`src/rtl/thgate_pkg.sv`:
```
package thgate_pkg;
    typedef enum logic [1:0] {
        CH_RUN   = 2'd0,
        CH_JTRIP = 2'd1,
        CH_CHOLD = 2'd2,
        CH_PEND  = 2'd3
    } ch_state_e;
endpackage

```
`src/rtl/tg_chan_guard.sv`:
```
module tg_chan_guard
    import thgate_pkg::*;
(
    input  logic clk,
    input  logic rst_n,
    input  logic req,
    input  logic tj_hot,
    input  logic tj_cool,
    input  logic tc_hot,
    input  logic tc_cool,
    input  logic grant,
    output logic run,
    output logic pend,
    output logic tripped,
    output logic evt
);
    typedef struct packed {
        ch_state_e st;
        logic      evt;
    } guard_regs_t;

    guard_regs_t q, d;

    always_comb begin
        d     = q;
        d.evt = 1'b0;
        if (!req) begin
            d.st = CH_RUN;
        end else begin
            unique case (q.st)
                CH_RUN: begin
                    if (tj_hot) begin
                        d.evt = 1'b1;
                        d.st  = tc_hot ? CH_CHOLD : CH_JTRIP;
                    end
                end
                CH_JTRIP: begin
                    if (tc_hot)       d.st = CH_CHOLD;
                    else if (tj_cool) d.st = CH_RUN;
                end
                CH_CHOLD: begin
                    if (tj_cool && tc_cool) d.st = CH_PEND;
                end
                CH_PEND: begin
                    if (grant) d.st = CH_RUN;
                end
                default: d.st = CH_RUN;
            endcase
        end
    end

    always_ff @(posedge clk or negedge rst_n) begin
        if (!rst_n) begin
            q.st  <= CH_RUN;
            q.evt <= 1'b0;
        end else begin
            q <= d;
        end
    end

    assign run     = (q.st == CH_RUN);
    assign pend    = req && (q.st == CH_PEND);
    assign tripped = req && ((q.st == CH_JTRIP) || (q.st == CH_CHOLD));
    assign evt     = q.evt;

    // junction-only trip persists until the junction reset flag
    assert_jtrip_hold_R4: assert property (@(posedge clk) disable iff (!rst_n)
        (req && q.st == CH_JTRIP && !tj_cool && !tc_hot) |=> (q.st == CH_JTRIP))
        else $error("R4 junction trip released early");

    // case hold kept until both junction and case are cool
    assert_case_hold_R6: assert property (@(posedge clk) disable iff (!rst_n)
        (req && q.st == CH_CHOLD && !(tj_cool && tc_cool)) |=> (q.st == CH_CHOLD))
        else $error("R6 case hold released early");

    // an event is always followed by a non-conducting state
    assert_evt_off_R3: assert property (@(posedge clk) disable iff (!rst_n)
        q.evt |-> (q.st != CH_RUN || !$past(req)))
        else $error("R3 event while still running");
endmodule

```
`src/rtl/tg_restart_arb.sv`:
```
module tg_restart_arb #(
    parameter int NCH = 8,
    parameter int GAP = 64
) (
    input  logic           clk,
    input  logic           rst_n,
    input  logic [NCH-1:0] pend,
    output logic [NCH-1:0] grant
);
    localparam int GW = (GAP > 1) ? $clog2(GAP) : 1;
    localparam logic [GW-1:0] GAP_LAST = GW'(GAP - 1);

    typedef struct packed {
        logic [GW-1:0] gap;
    } arb_regs_t;

    arb_regs_t q, d;

    always_comb begin
        logic found;
        found = 1'b0;
        grant = '0;
        if (q.gap == '0) begin
            for (int i = 0; i < NCH; i++) begin
                if (pend[i] && !found) begin
                    grant[i] = 1'b1;
                    found    = 1'b1;
                end
            end
        end
        d = q;
        if (found)            d.gap = GAP_LAST;
        else if (q.gap != '0) d.gap = q.gap - 1'b1;
    end

    always_ff @(posedge clk or negedge rst_n) begin
        if (!rst_n) q.gap <= '0;
        else        q <= d;
    end

    // at most one release per slot, only to a waiting channel
    assert_grant_onehot_R7: assert property (@(posedge clk) disable iff (!rst_n)
        $onehot0(grant))
        else $error("R7 multiple releases");

    assert_grant_waiting_R7: assert property (@(posedge clk) disable iff (!rst_n)
        (grant & ~pend) == '0)
        else $error("R7 release to non-waiting channel");

    generate
        if (GAP > 1) begin : g_gap_chk
            assert_grant_spacing_R7: assert property (@(posedge clk) disable iff (!rst_n)
                (|grant) |=> !(|grant))
                else $error("R7 back-to-back releases");
        end
    endgenerate
endmodule

```
`src/rtl/tg_oe_qual.sv`:
```
module tg_oe_qual #(
    parameter int MIN_LOW = 200,
    parameter int SETTLE  = 400
) (
    input  logic clk,
    input  logic rst_n,
    input  logic oe_pin,
    output logic kill,
    output logic ready
);
    localparam int LW = (MIN_LOW > 1) ? $clog2(MIN_LOW) : 1;
    localparam int SW = (SETTLE > 1) ? $clog2(SETTLE) : 1;
    localparam logic [LW-1:0] LO_LAST = LW'(MIN_LOW - 1);
    localparam logic [SW-1:0] ST_LAST = SW'(SETTLE - 1);

    typedef struct packed {
        logic [LW-1:0] lo_cnt;
        logic [SW-1:0] st_cnt;
        logic          off;
    } oe_regs_t;

    oe_regs_t q, d;
    logic trip;

    always_comb begin
        trip = !oe_pin && !q.off && (q.lo_cnt == LO_LAST);
        d    = q;
        if (oe_pin)                d.lo_cnt = '0;
        else if (!q.off && !trip)  d.lo_cnt = q.lo_cnt + 1'b1;

        if (trip) begin
            d.off    = 1'b1;
            d.st_cnt = '0;
        end else if (q.off) begin
            if (!oe_pin) begin
                d.st_cnt = '0;
            end else if (q.st_cnt == ST_LAST) begin
                d.off    = 1'b0;
                d.st_cnt = '0;
            end else begin
                d.st_cnt = q.st_cnt + 1'b1;
            end
        end
    end

    always_ff @(posedge clk or negedge rst_n) begin
        if (!rst_n) begin
            q.lo_cnt <= '0;
            q.st_cnt <= '0;
            q.off    <= 1'b0;
        end else begin
            q <= d;
        end
    end

    assign kill  = trip || q.off;
    assign ready = !q.off;

    // disable only entered while the pin is low
    assert_trip_low_R10: assert property (@(posedge clk) disable iff (!rst_n)
        $rose(q.off) |-> $past(!oe_pin))
        else $error("R10 disable without low pin");

    // disable only left after a high sample
    assert_release_high_R11: assert property (@(posedge clk) disable iff (!rst_n)
        $fell(q.off) |-> $past(oe_pin))
        else $error("R11 release while pin low");
endmodule

```
`src/rtl/thermal_gate.sv`:
```
module thermal_gate
    import thgate_pkg::*;
#(
    parameter int NCH         = 8,
    parameter int RESTART_GAP = 64,
    parameter int OE_MIN_LOW  = 200,
    parameter int SETTLE_CYC  = 400
) (
    input  logic           clk,
    input  logic           rst_n,
    input  logic [NCH-1:0] cmd_bits,
    input  logic           cmd_load,
    input  logic [NCH-1:0] tj_hot,
    input  logic [NCH-1:0] tj_cool,
    input  logic           tc_hot,
    input  logic           tc_cool,
    input  logic           oe_pin,
    input  logic           wdog_trip,
    output logic [NCH-1:0] drive,
    output logic [NCH-1:0] ovt_evt,
    output logic           fault_n,
    output logic           twarn_n
);
    typedef struct packed {
        logic [NCH-1:0] req;
        logic           tw;
    } top_regs_t;

    top_regs_t q, d;
    logic oe_kill, oe_ready;
    logic [NCH-1:0] ch_run, ch_pend, ch_trip, ch_grant;

    tg_oe_qual #(
        .MIN_LOW (OE_MIN_LOW),
        .SETTLE  (SETTLE_CYC)
    ) u_oe (
        .clk    (clk),
        .rst_n  (rst_n),
        .oe_pin (oe_pin),
        .kill   (oe_kill),
        .ready  (oe_ready)
    );

    tg_restart_arb #(
        .NCH (NCH),
        .GAP (RESTART_GAP)
    ) u_arb (
        .clk   (clk),
        .rst_n (rst_n),
        .pend  (ch_pend),
        .grant (ch_grant)
    );

    generate
        for (genvar i = 0; i < NCH; i++) begin : g_ch
            tg_chan_guard u_guard (
                .clk     (clk),
                .rst_n   (rst_n),
                .req     (q.req[i]),
                .tj_hot  (tj_hot[i]),
                .tj_cool (tj_cool[i]),
                .tc_hot  (tc_hot),
                .tc_cool (tc_cool),
                .grant   (ch_grant[i]),
                .run     (ch_run[i]),
                .pend    (ch_pend[i]),
                .tripped (ch_trip[i]),
                .evt     (ovt_evt[i])
            );
        end
    endgenerate

    always_comb begin
        d = q;
        if (oe_kill || wdog_trip)       d.req = '0;
        else if (cmd_load && oe_ready)  d.req = cmd_bits;
        if (tc_hot)       d.tw = 1'b1;
        else if (tc_cool) d.tw = 1'b0;
    end

    always_ff @(posedge clk or negedge rst_n) begin
        if (!rst_n) begin
            q.req <= '0;
            q.tw  <= 1'b0;
        end else begin
            q <= d;
        end
    end

    assign drive   = q.req & ch_run;
    assign fault_n = ~(|ch_trip);
    assign twarn_n = ~q.tw;

    // case over limit pulls the warning low on the next cycle
    assert_twarn_R9: assert property (@(posedge clk) disable iff (!rst_n)
        tc_hot |=> !twarn_n)
        else $error("R9 warning not asserted");

    // watchdog reset leaves every channel off
    assert_wdog_off_R12: assert property (@(posedge clk) disable iff (!rst_n)
        wdog_trip |=> (drive == '0))
        else $error("R12 drive during watchdog reset");

    // qualified disable leaves every channel off
    assert_oe_off_R10: assert property (@(posedge clk) disable iff (!rst_n)
        oe_kill |=> (drive == '0))
        else $error("R10 drive while disabled");
endmodule

```
`config.mk`:
```
export PLATFORM = sky130hd
export DESIGN_NAME = thermal_gate
export DESIGN_NICKNAME = d
export VERILOG_FILES = /design/src/rtl/thgate_pkg.sv /design/src/rtl/tg_chan_guard.sv /design/src/rtl/tg_restart_arb.sv /design/src/rtl/tg_oe_qual.sv /design/src/rtl/thermal_gate.sv
export SDC_FILE = /design/constraint.sdc
export NUM_CORES = 1
export LEC_CHECK = 0
export BUFFER_PORTS_ARGS = -buffer_cell sky130_fd_sc_hd__buf_2
export CORE_ASPECT_RATIO = 0.7
export CORE_MARGIN = 10
export CORE_UTILIZATION = 60
export CTS_BUF_LIST = sky130_fd_sc_hd__clkbuf_2 sky130_fd_sc_hd__clkbuf_4 sky130_fd_sc_hd__clkbuf_8
export DETAILED_ROUTE_END_ITERATION = 8
export PLACE_DENSITY = 0.82
export SLEW_MARGIN = 30
export SYNTH_ARGS = -nofsm -noshare
export SYNTH_HDL_FRONTEND = slang
export SYNTH_SLANG_ARGS = --single-unit
export TNS_END_PERCENT = 10
```
`constraint.sdc`:
```
create_clock -name clk -period 2.9 [get_ports clk]
set_input_delay 0.435 -clock clk [delete_from_list [all_inputs] [get_ports clk]]
set_output_delay 0.435 -clock clk [all_outputs]
set_load 0.02 [all_outputs]
```
==> flow_metrics.env <==
export IMPL_outcome="completed"
export IMPL_clk_pin_slew_ps=60
export IMPL_path_max_fanout=5
export IMPL_clock_power_share_pct=36.2
export IMPL_gp_congestion=0.876
export IMPL_ys_ff_latch=57
export IMPL_synth_cells=405
export IMPL_grt_setup_unrepaired="false"
export IMPL_avgViaCountPerCell=5.95
export IMPL_leakage_nw=2.09
export IMPL_drt_iter0_drc=246
export IMPL_finish_net_count=514
export IMPL_synth_top_area_share_pct=37.4
export IMPL_drive_gt1_share_pct=16.0
export IMPL_grt_max_degree=28
export IMPL_yosysMostFrequentCell="dfrtp_1"
export IMPL_grt_pass1_vias=3076
export IMPL_drc_errors=0
export IMPL_fmax_mhz=443
export IMPL_num_vias=3141
export IMPL_drt_wl_total_um=9180
export IMPL_setup_ws_ps=644
export IMPL_synth_area_um2=3820
export IMPL_seq_area_frac_synth_pct=37.4
export IMPL_instances_no_fill=528
export IMPL_antenna_found_initial=0
export IMPL_power_internal_mw=1.48
export IMPL_cts_resized_gates=0
export IMPL_cts_buffers=9
export IMPL_finalMaxSlewViolations=0
export IMPL_critPathKind="reg -> out"
export IMPL_setup_viol=0
export IMPL_cp_required_ps=2470
export IMPL_path_cells="inv_1 > ha_1 > a22oi_1 > and4_1 > buf_2"
export IMPL_clockBufferDepth=2
export IMPL_htree_levels=3
export IMPL_seqPwrFrac_pct=44.1
export IMPL_dp_hpwl_um=6860
export IMPL_drt_pass1_iter_count=4
export IMPL_min_path_type="in -> reg"
export IMPL_synth_edff_count=0
export IMPL_cap_violations=0
export IMPL_fillers=462
export IMPL_setup_tns_ps=0
export IMPL_grt_usage_pct=18.6
export IMPL_arrival_ps=1820
export IMPL_diodes=0
export IMPL_synth_largest_area_cell="dfrtp_1"
export IMPL_combPwrFrac_pct=19.6
export IMPL_period_share_pct=77.8
export IMPL_cts_root_buf="clkbuf_8"
export IMPL_p_sw_uw=637
export IMPL_dp_cells=512
export IMPL_cpPeakStageDelay_ps=430
export IMPL_core_area_um2=6190
export IMPL_synth_area_leaders="dfrtp_1, ha_1, mux2i_1"
export IMPL_port_buffers=48
export IMPL_synthTopCellsByCount="dfrtp_1, ha_1, nand2_1"
export IMPL_path_buf_inv=2
export IMPL_hold_viol_final=0
export IMPL_die_w_um=115
export IMPL_cts_tree="yes"
export IMPL_area_growth_pct=11.9
export IMPL_worst_pin_slew_ps=748
export IMPL_fin_crit_ps=2260
export IMPL_synthDistinctLibCells=63
export IMPL_overflow=0
export IMPL_syn_nets=473
export IMPL_start_util_pct=61.7
export IMPL_holdWs_ps=365
export IMPL_ios=49
export IMPL_fin_skew_ps=10.9
export IMPL_clock_sinks=57
export IMPL_p_sw_share_pct=30.1
export IMPL_rows=24
export IMPL_yosys_warnings=0
export IMPL_cp_top_family="flip-flops"
export IMPL_ant_nets=0
export IMPL_worstSetupStartpointType="register"
export IMPL_synth_ff_type="dfrtp_1"
export IMPL_pre_cts_slack_ps=819
export IMPL_worst_path_max_delay_cell="dfrtp_1"
export IMPL_end_kind="primary output"
export IMPL_wl_per_cell_um=17.4
export IMPL_p_per_area_nw_per_um2=495
export IMPL_grt_pass1_wl_um=14900
export IMPL_async_flop_share_pct=100
export IMPL_dieArea_um2=10000
export IMPL_syn_avg_cell_area_um2=9.43
export IMPL_relSlewSlack_pct=49.9
export IMPL_die_y_um=86.7
export IMPL_ir_drop_v=0.000311
export IMPL_clk_latency_ps=340
## sequential cells by signal (all words and copies together) (netlist names)
name              count
g_ch.u_guard.evt      8
g_ch.u_guard.q       16
q                     9
u_arb.q               6
u_oe.q               18
## cells by family after synthesis
kind of cell               after synthesis  share of synthesized area, %
AOI/OAI and AO/OA                       90                          16.4
xor gates and xnor gates                10                          2.29
adders and majority gates               37                          12.1
buffers and inverters                   55                          6.39
DFF                                     57                          37.4
muxes                                   25                          6.62
and+or+nand+nor                        131                          18.8
## per-layer routing
metal  global-route usage [%]  routed length [um]  vias to the layer above
met2                     28.5                4180                       83
li1                         -                   -                     1511
met5                        0                   0                        -
met4                     5.83                  85                        0
met3                     7.38                 713                        7
met1                     23.6                4200                     1540
## power groups by stage
stage / clock network, mW / logic [mW] / registers (mW)
finish: 0.766 / 0.415 / 0.934
detailed placement: 0 / 0.408 / 0.945
global placement: 0 / 0.390 / 0.938
floorplan: 0 / 0.300 / 0.916
global route: 0.807 / 0.462 / 0.943
CTS: 0.769 / 0.412 / 0.931
## final timing paths
check,startpoint,to,slack [ps],cells past startpoint
setup / recovery,g_ch[5].u_guard.q[1],fault_n,640,5
hold / removal,cmd_bits[5],q[6],370,3
setup reg to reg,u_arb.q[0],g_ch[5].u_guard.q[1],750,6
hold reg to reg,u_oe.q[7],u_oe.q[7],540,1
max in group asynchronous,rst_n,q[5],1690,3
min in group asynchronous,rst_n,g_ch[4].u_guard.q[1],530,2
## metrics by stage
stage / power (mW) / util (%) / instance area (um2)
finish: 2.12 / 69.0 / 4270
global route: 2.21 / 69.0 / 4270
CTS: 2.11 / 69.0 / 4270
detailed placement: 1.35 / 65.7 / 4060
global placement: 1.33 / 65.7 / 4060
floorplan: 1.22 / - / 3820
## area by class of cell
class / count / area (um2) / area share [%]
inverters: 32 / 120 / 2.81
clock inverters: 3 / 40.0 / 0.938
well taps: 78 / 97.6 / 2.29
clock buffers: 12 / 159 / 3.72
multi-input cells: 293 / 2150 / 50.3
repair buffers: 53 / 280 / 6.56
flip-flops and latches: 57 / 1430 / 33.4
## worst reg2reg max path: stages (launching register included)
cell	delay, ps
dfrtp_1	390
inv_1	130
ha_1	170
nor3b_2	520
a41oi_1	290
or4b_1	510
nand3_1	80
## placed cells by master (no fill, tap or decap), drive strengths merged, types with 5 or more instances in the layout
| cell | n |
|---|---|
| a21oi | 12 |
| a22oi | 9 |
| a31oi | 6 |
| a41oi | 6 |
| and2 | 13 |
| and3 | 13 |
| buf | 52 |
| clkbuf | 12 |
| dfrtp | 57 |
| ha | 37 |
| inv | 32 |
| mux2i | 23 |
| nand2 | 35 |
| nand2b | 9 |
| nand3 | 6 |
| nand4 | 5 |
| nor2 | 18 |
| nor2b | 7 |
| o21ai | 20 |
| xnor2 | 7 |
## repair_timing
action                                 in CTS  in global routing
hold buffers                                1                  0
endpoints found under the hold margin      12                  0
setup buffers                               0                  0
Power figures use the tool's default switching activity.
